<file path="src/rtl/irqv_pkg.sv">
package irqv_pkg;
  localparam int OFS_STAT = 0;
  localparam int OFS_MASK = 1;
  localparam int OFS_VEC  = 2;
  localparam int OFS_DMA  = 3;

  localparam int RX_RDY_BIT = 3;
  localparam int TX_RDY_BIT = 4;
  localparam int BUSY_BIT   = 12;
  localparam int RX_DMA_BIT = 15;
  localparam int TX_DMA_BIT = 7;

  localparam logic [15:0] W1C_BITS = 16'h0027;
endpackage

</file>
<file path="src/rtl/irqv_lowest_enc.sv">
module irqv_lowest_enc #(
  parameter int N  = 6,
  parameter int IW = $clog2(N + 1)
) (
  input  logic [N-1:0]  pend,
  output logic [IW-1:0] idx,
  output logic [N-1:0]  onehot
);
  always_comb begin
    idx    = '0;
    onehot = '0;
    for (int i = N - 1; i >= 0; i--) begin
      if (pend[i]) begin
        idx       = IW'(i + 1);
        onehot    = '0;
        onehot[i] = 1'b1;
      end
    end
  end
endmodule

</file>
<file path="src/rtl/irqv_status.sv">
module irqv_status #(
  parameter int DW = 16
) (
  input  logic          clk,
  input  logic          rst_n,
  input  logic [DW-1:0] set_stb,
  input  logic [DW-1:0] clr_w1c,
  input  logic [DW-1:0] clr_vec,
  output logic [DW-1:0] stat_q
);
  logic [DW-1:0] stat_d;
  logic          stat_en;

  always_comb begin
    stat_en = (|set_stb) | (|clr_w1c) | (|clr_vec);
    stat_d  = (stat_q & ~(clr_w1c | clr_vec)) | set_stb;
  end

  always_ff @(posedge clk or negedge rst_n) begin
    if (!rst_n)       stat_q <= '0;
    else if (stat_en) stat_q <= stat_d;
  end

  AST_SET_WINS: assert property (@(posedge clk) disable iff (!rst_n)
    (|set_stb) |=> ((stat_q & $past(set_stb)) == $past(set_stb)));

  AST_RDY_NOT_W1C: assert property (@(posedge clk) disable iff (!rst_n)
    ((|clr_w1c) && !(|clr_vec)) |=>
      (($past(stat_q[irqv_pkg::TX_RDY_BIT:irqv_pkg::RX_RDY_BIT]) &
        ~stat_q[irqv_pkg::TX_RDY_BIT:irqv_pkg::RX_RDY_BIT]) == 2'b00));
endmodule

</file>
<file path="src/rtl/irqv_ctrl_regs.sv">
module irqv_ctrl_regs #(
  parameter int IEW = 6
) (
  input  logic           clk,
  input  logic           rst_n,
  input  logic           wr_mask,
  input  logic [IEW-1:0] mask_wdata,
  input  logic           wr_dma,
  input  logic           rx_dma_wbit,
  input  logic           tx_dma_wbit,
  output logic [IEW-1:0] mask_q,
  output logic           rx_dma_en,
  output logic           tx_dma_en
);
  logic [IEW-1:0] mask_d;
  logic           mask_en;

  always_comb begin
    mask_en = wr_mask | wr_dma;
    mask_d  = mask_q;
    if (wr_mask) mask_d = mask_wdata;
    if (wr_dma) begin
      if (rx_dma_wbit) mask_d[irqv_pkg::RX_RDY_BIT] = 1'b0;
      if (tx_dma_wbit) mask_d[irqv_pkg::TX_RDY_BIT] = 1'b0;
    end
  end

  always_ff @(posedge clk or negedge rst_n) begin
    if (!rst_n)       mask_q <= '0;
    else if (mask_en) mask_q <= mask_d;
  end

  always_ff @(posedge clk or negedge rst_n) begin
    if (!rst_n) begin
      rx_dma_en <= 1'b0;
      tx_dma_en <= 1'b0;
    end else if (wr_dma) begin
      rx_dma_en <= rx_dma_wbit;
      tx_dma_en <= tx_dma_wbit;
    end
  end

  AST_DMA_MASKS_RX: assert property (@(posedge clk) disable iff (!rst_n)
    (wr_dma && rx_dma_wbit) |=> !mask_q[irqv_pkg::RX_RDY_BIT]);

  AST_DMA_MASKS_TX: assert property (@(posedge clk) disable iff (!rst_n)
    (wr_dma && tx_dma_wbit) |=> !mask_q[irqv_pkg::TX_RDY_BIT]);
endmodule

</file>
<file path="src/rtl/irqv_unit.sv">
module irqv_unit #(
  parameter int DW  = 16,
  parameter int AW  = 3,
  parameter int IEW = 6
) (
  input  logic          clk,
  input  logic          rst_n,
  input  logic [DW-1:0] set_stb,
  input  logic          bus_busy,
  input  logic [AW-1:0] reg_addr,
  input  logic [DW-1:0] reg_wdata,
  input  logic          reg_we,
  input  logic          reg_re,
  output logic [DW-1:0] reg_rdata,
  output logic          irq,
  output logic          rx_dreq,
  output logic          tx_dreq
);
  import irqv_pkg::*;

  localparam int IW = $clog2(IEW + 1);
  localparam logic [AW-1:0] A_STAT = AW'(OFS_STAT);
  localparam logic [AW-1:0] A_MASK = AW'(OFS_MASK);
  localparam logic [AW-1:0] A_VEC  = AW'(OFS_VEC);
  localparam logic [AW-1:0] A_DMA  = AW'(OFS_DMA);

  logic [DW-1:0]  stat_q;
  logic [IEW-1:0] mask_q;
  logic           rx_dma_en, tx_dma_en;
  logic [IEW-1:0] pend, vec_onehot;
  logic [IW-1:0]  vec_idx;
  logic           wr_stat, wr_mask, wr_dma, rd_vec;
  logic [DW-1:0]  clr_w1c, clr_vec;
  logic [DW-1:0]  rd_d;
  logic [DW-1:0]  rdata_q;

  always_comb begin
    wr_stat = reg_we && (reg_addr == A_STAT);
    wr_mask = reg_we && (reg_addr == A_MASK);
    wr_dma  = reg_we && (reg_addr == A_DMA);
    rd_vec  = reg_re && (reg_addr == A_VEC);
    clr_w1c = wr_stat ? (reg_wdata & W1C_BITS) : '0;
    clr_vec = rd_vec ? {{(DW-IEW){1'b0}}, vec_onehot} : '0;
    pend    = stat_q[IEW-1:0] & mask_q;
  end

  irqv_status #(.DW(DW)) u_status (
    .clk     (clk),
    .rst_n   (rst_n),
    .set_stb (set_stb),
    .clr_w1c (clr_w1c),
    .clr_vec (clr_vec),
    .stat_q  (stat_q)
  );

  irqv_ctrl_regs #(.IEW(IEW)) u_ctrl (
    .clk         (clk),
    .rst_n       (rst_n),
    .wr_mask     (wr_mask),
    .mask_wdata  (reg_wdata[IEW-1:0]),
    .wr_dma      (wr_dma),
    .rx_dma_wbit (reg_wdata[RX_DMA_BIT]),
    .tx_dma_wbit (reg_wdata[TX_DMA_BIT]),
    .mask_q      (mask_q),
    .rx_dma_en   (rx_dma_en),
    .tx_dma_en   (tx_dma_en)
  );

  irqv_lowest_enc #(.N(IEW), .IW(IW)) u_enc (
    .pend   (pend),
    .idx    (vec_idx),
    .onehot (vec_onehot)
  );

  always_comb begin
    rd_d = '0;
    unique case (reg_addr)
      A_STAT: begin
        rd_d           = stat_q;
        rd_d[BUSY_BIT] = stat_q[BUSY_BIT] | bus_busy;
      end
      A_MASK: rd_d = {{(DW-IEW){1'b0}}, mask_q};
      A_VEC:  rd_d = {{(DW-IW){1'b0}}, vec_idx};
      A_DMA: begin
        rd_d[RX_DMA_BIT] = rx_dma_en;
        rd_d[TX_DMA_BIT] = tx_dma_en;
      end
      default: rd_d = '0;
    endcase
  end

  always_ff @(posedge clk or negedge rst_n) begin
    if (!rst_n)      rdata_q <= '0;
    else if (reg_re) rdata_q <= rd_d;
  end

  assign reg_rdata = rdata_q;
  assign irq       = |pend;
  assign rx_dreq   = stat_q[RX_RDY_BIT] & rx_dma_en;
  assign tx_dreq   = stat_q[TX_RDY_BIT] & tx_dma_en;

  AST_VEC_CLEARS: assert property (@(posedge clk) disable iff (!rst_n)
    (rd_vec && (|pend) && !(|(set_stb[IEW-1:0] & vec_onehot))) |=>
      !(|(stat_q[IEW-1:0] & $past(vec_onehot))));

  AST_IRQ_ON_SET: assert property (@(posedge clk) disable iff (!rst_n)
    ((|(set_stb[IEW-1:0] & mask_q)) && !reg_we) |=> irq);
endmodule

</file>
<file path="config.mk">
export PLATFORM = sky130hd
export DESIGN_NAME = irqv_unit
export DESIGN_NICKNAME = d
export VERILOG_FILES = /design/src/rtl/irqv_pkg.sv /design/src/rtl/irqv_lowest_enc.sv /design/src/rtl/irqv_status.sv /design/src/rtl/irqv_ctrl_regs.sv /design/src/rtl/irqv_unit.sv
export SDC_FILE = /design/constraint.sdc
export NUM_CORES = 1
export LEC_CHECK = 0
export CAP_MARGIN = 5
export CORE_AREA = 10 10 72 74
export CTS_CLUSTER_DIAMETER = 200
export DETAILED_ROUTE_END_ITERATION = 16
export DIE_AREA = 0 0 82 84
export GPL_TIMING_DRIVEN = 0
export PLACE_DENSITY = 0.81
export RECOVER_POWER = 50
export SYNTH_ARGS = -nofsm -noshare
export SYNTH_HDL_FRONTEND = slang
export SYNTH_SLANG_ARGS = --single-unit
</file>
<file path="constraint.sdc">
create_clock -name clk -period 4.2 [get_ports clk]
set_input_delay 0.84 -clock clk [delete_from_list [all_inputs] [get_ports clk]]
set_output_delay 0.84 -clock clk [all_outputs]
set_load 0.05 [all_outputs]
</file>
==> flow_summary.toml <==
[outcome]
outcome = "finished, violations left"
violations_in_the_final_reports = "capacitance limit, slew limit"

[floorplanning]
die_h_um = 84
fp.dieArea_sq_mm = 0.006888
die_w_um = 82
core_area_sq_mm = 0.003856
initial_utilization_pct = 45.65
placement_rows = 23
ioPinCount = 59

[place]
dpl-instance-area_sq_mm = 0.002298
dpl_worst_slack_ns = 1.337
globalplace.congestion = 0.8217
hpwlAfterDp_um = 3083
port_buffers = 48

[timing]
setup_viol = 0
setup_tns_ns = 0
min_period_over_period_pct = 77.78
grt_setup_unrepaired = "false"
post-route-min-period_ns = 3.267
relSlewSlack_pct = -37.86
final_hold_viol_count = 0
slew_viols_final = 41
setup_ws_ns = 0.9333
timing_limited_maximum_frequency_ghz = 0.3061
fin_skew_ns = 0.002997
tightest_slew_ns = 2.068

[grt]
vias_in_the_first_global_route = 1475
grt.overflow.total = 0
initial_antenna_violation_count = 0
global_route_wire_length_before_repair_um = 6851
grtUsageTotal_pct = 12.73
grt_start_max_net_pins = 41

[yosys]
ys_async_sr_fraction_pct = 100.0
synth.ff_latch_count = 40
portion_of_the_post_synthesis_area_used_by_sequential_elements_pct = 56.86
synth_ff_type = "dfrtp_1"
synth_fp_nets = 196
synth_area_per_cell_sq_um = 11.28
yosysWarnings = 0
post_synthesis_cell_count = 156
yosysUniqueCellTypes = 33
synthesized_cell_area_sq_mm = 0.001760
count_of_flip_flops_with_a_built_in_enable_after_synthesis = 0

[power_and_ir_drop]
power.density_cell_area_mw_per_mm2 = 390.0
vdd.ir_drop.worst_mv = 0.2237
power.static_leakage_nw = 0.9279

[worst_setup_path]
cp_data_required_time_ns = 3.36
criticalPathCategory = "flip-flop to output pin"
worst_setup_path_end_kind = "output pin"
crit_family = "compound AO/OA/AOI/OAI gates"
peak_fanout_along_the_critical_path = 7
cp_startpoint_kind = "flip-flop"
critical-path-slowest-cell = "a222oi_1"
critPathMaxStageDelay_ns = 0.78
critical_path_buf_inv_count = 1
cp_cell_sequence = "a222oi_1, nand2_1, clkdlybuf4s50_1"
data_arrival_critical_path_ns = 2.43

[detailed_routing]
drt_iter0_markers = 74
first_pass_iters = 4
via_per_inst = 5.260
detail_route.wirelength_um = 4197
routedWlPerCell_um = 16.02
antenna_left = 0
drt_drc_violations_left = 0
dr_total_vias = 1378

[cts]
worstSkewPairLatency_ns = 0.29
cts_hold_buffers = 0
tritoncts.num_buffers = 5
post_cts.resized_instances = 0
ctsHtreeMaxLevel = 2
cts.root.buffer_cell = "clkbuf_8"
cts_tree = "done"
cts_num_sinks = 40
clk_pin_slew_worst_paths_ns = 0.07
ctsLongestPathBuffers = 2
cts.repair_timing.setup_buffer_count = 0

[cells_and_area]
final_layout_size_suffix_gt1_share_pct = 17.92
area.growth.synth_to_final_pct = 35.75
n_antenna_cell = 0
layout.cell_area.non_filler_sq_mm = 0.002390
final_nets = 251

[min_path]
timing.hold.worst.class = "flip-flop to flip-flop"

[run]
maximum_capacitance_violations = 1
==> layout make-up <==
class / count / area, sq um
well taps: 50 / 62.56
clock buffers: 6 / 82.58
inverters: 12 / 45.04
repair buffers: 48 / 474.2
flip-flops and latches: 40 / 1001
plain buffers: 8 / 37.54
clock inverters: 2 / 10.01
multi-input cells: 96 / 676.9
fillers: 331 / 1466
==> cells in the final DEF (no fill, tap or decap), drive strengths merged, types with 2 or more instances in the layout <==
master / instances
a21o: 3
a21oi: 2
a222oi: 2
a22oi: 4
a31o: 5
a41oi: 2
and2: 3
buf: 5
clkbuf: 10
clkdlybuf4s50: 37
clkinv: 2
dfrtp: 40
dlygate4sd3: 10
inv: 12
mux2: 6
mux2i: 8
nand2: 9
nand2b: 2
nand3: 11
nand4: 3
nor2: 2
nor2b: 2
o21ai: 8
o221ai: 2
o22ai: 4
or2: 10
==> cell usage after synthesis, types with 3 or more instances <==
library cell	number	area, sq um
dfrtp_1	40	1001
inv_1	12	45.04
nand3_1	11	55.05
or2_2	10	62.56
nand2_1	9	33.78
mux2i_1	8	80.08
o21ai_0	8	40.04
mux2_2	6	67.56
buf_2	5	25.02
a22oi_1	4	30.03
a31o_2	4	35.03
o22ai_1	4	25.02
a21o_1	3	22.52
and2_1	3	18.77
nand4_1	3	18.77
==> layer usage <==
layer	global-route usage [%]	wire (um)	part of all wire, %
met1	14.60	1755	42
met3	4.418	300	7.1
met4	5.263	76	1.8
met2	20.68	2064	49
met5	0	0	0
==> cells by family after synthesis <==
logic type | count (synthesis) | share of synthesized area (%)
AO/OA/AOI/OAI | 34 | 13.79
buffers and inverters | 20 | 4.690
flip-flops | 40 | 56.86
multiplexers | 14 | 8.387
AND/OR/NAND/NOR | 48 | 16.28
==> worst paths after layout <==
check	endpoint	slack, ns	from	cells past startpoint
min reg2reg	u_status.stat_q[9]	0.47	u_status.stat_q[9]	1
max reg2reg	u_status.stat_q[5]	2.40	u_ctrl.mask_q[1]	3
min in group asynchronous	u_ctrl.mask_q[1]	1.14	rst_n	1
max in group asynchronous	u_ctrl.mask_q[5]	1.89	rst_n	1
min	u_status.stat_q[9]	0.47	u_status.stat_q[9]	1
max	irq	0.93	u_ctrl.mask_q[1]	3
==> where the power goes <==
group          switching (W)  total, W  internal (W)
clock               0.000128  0.000259      0.000131
sequential         0.0000312  0.000446      0.000415
combinational       0.000130  0.000226     0.0000966
==> through the flow <==
stage	std cells	power [W]	util (%)	hold WS (ns)
2_1_floorplan	156	0.0005847	-	0.4392
3_3_place_gp	254	0.0006775	59.73	0.4470
3_5_place_dp	254	0.0006814	59.60	0.4551
4_1_cts	262	0.0009409	62.01	0.4727
5_1_grt	262	0.0009801	61.97	0.4867
6_report	262	0.0009320	61.97	0.4698
==> flip-flops by register name, indices dropped and copies added (netlist names) <==
name              cells
reg_rdata            16
u_ctrl.mask_q         6
u_ctrl.rx_dma_en      1
u_ctrl.tx_dma_en      1
u_status.stat_q      16
Power figures use the tool's default switching activity.
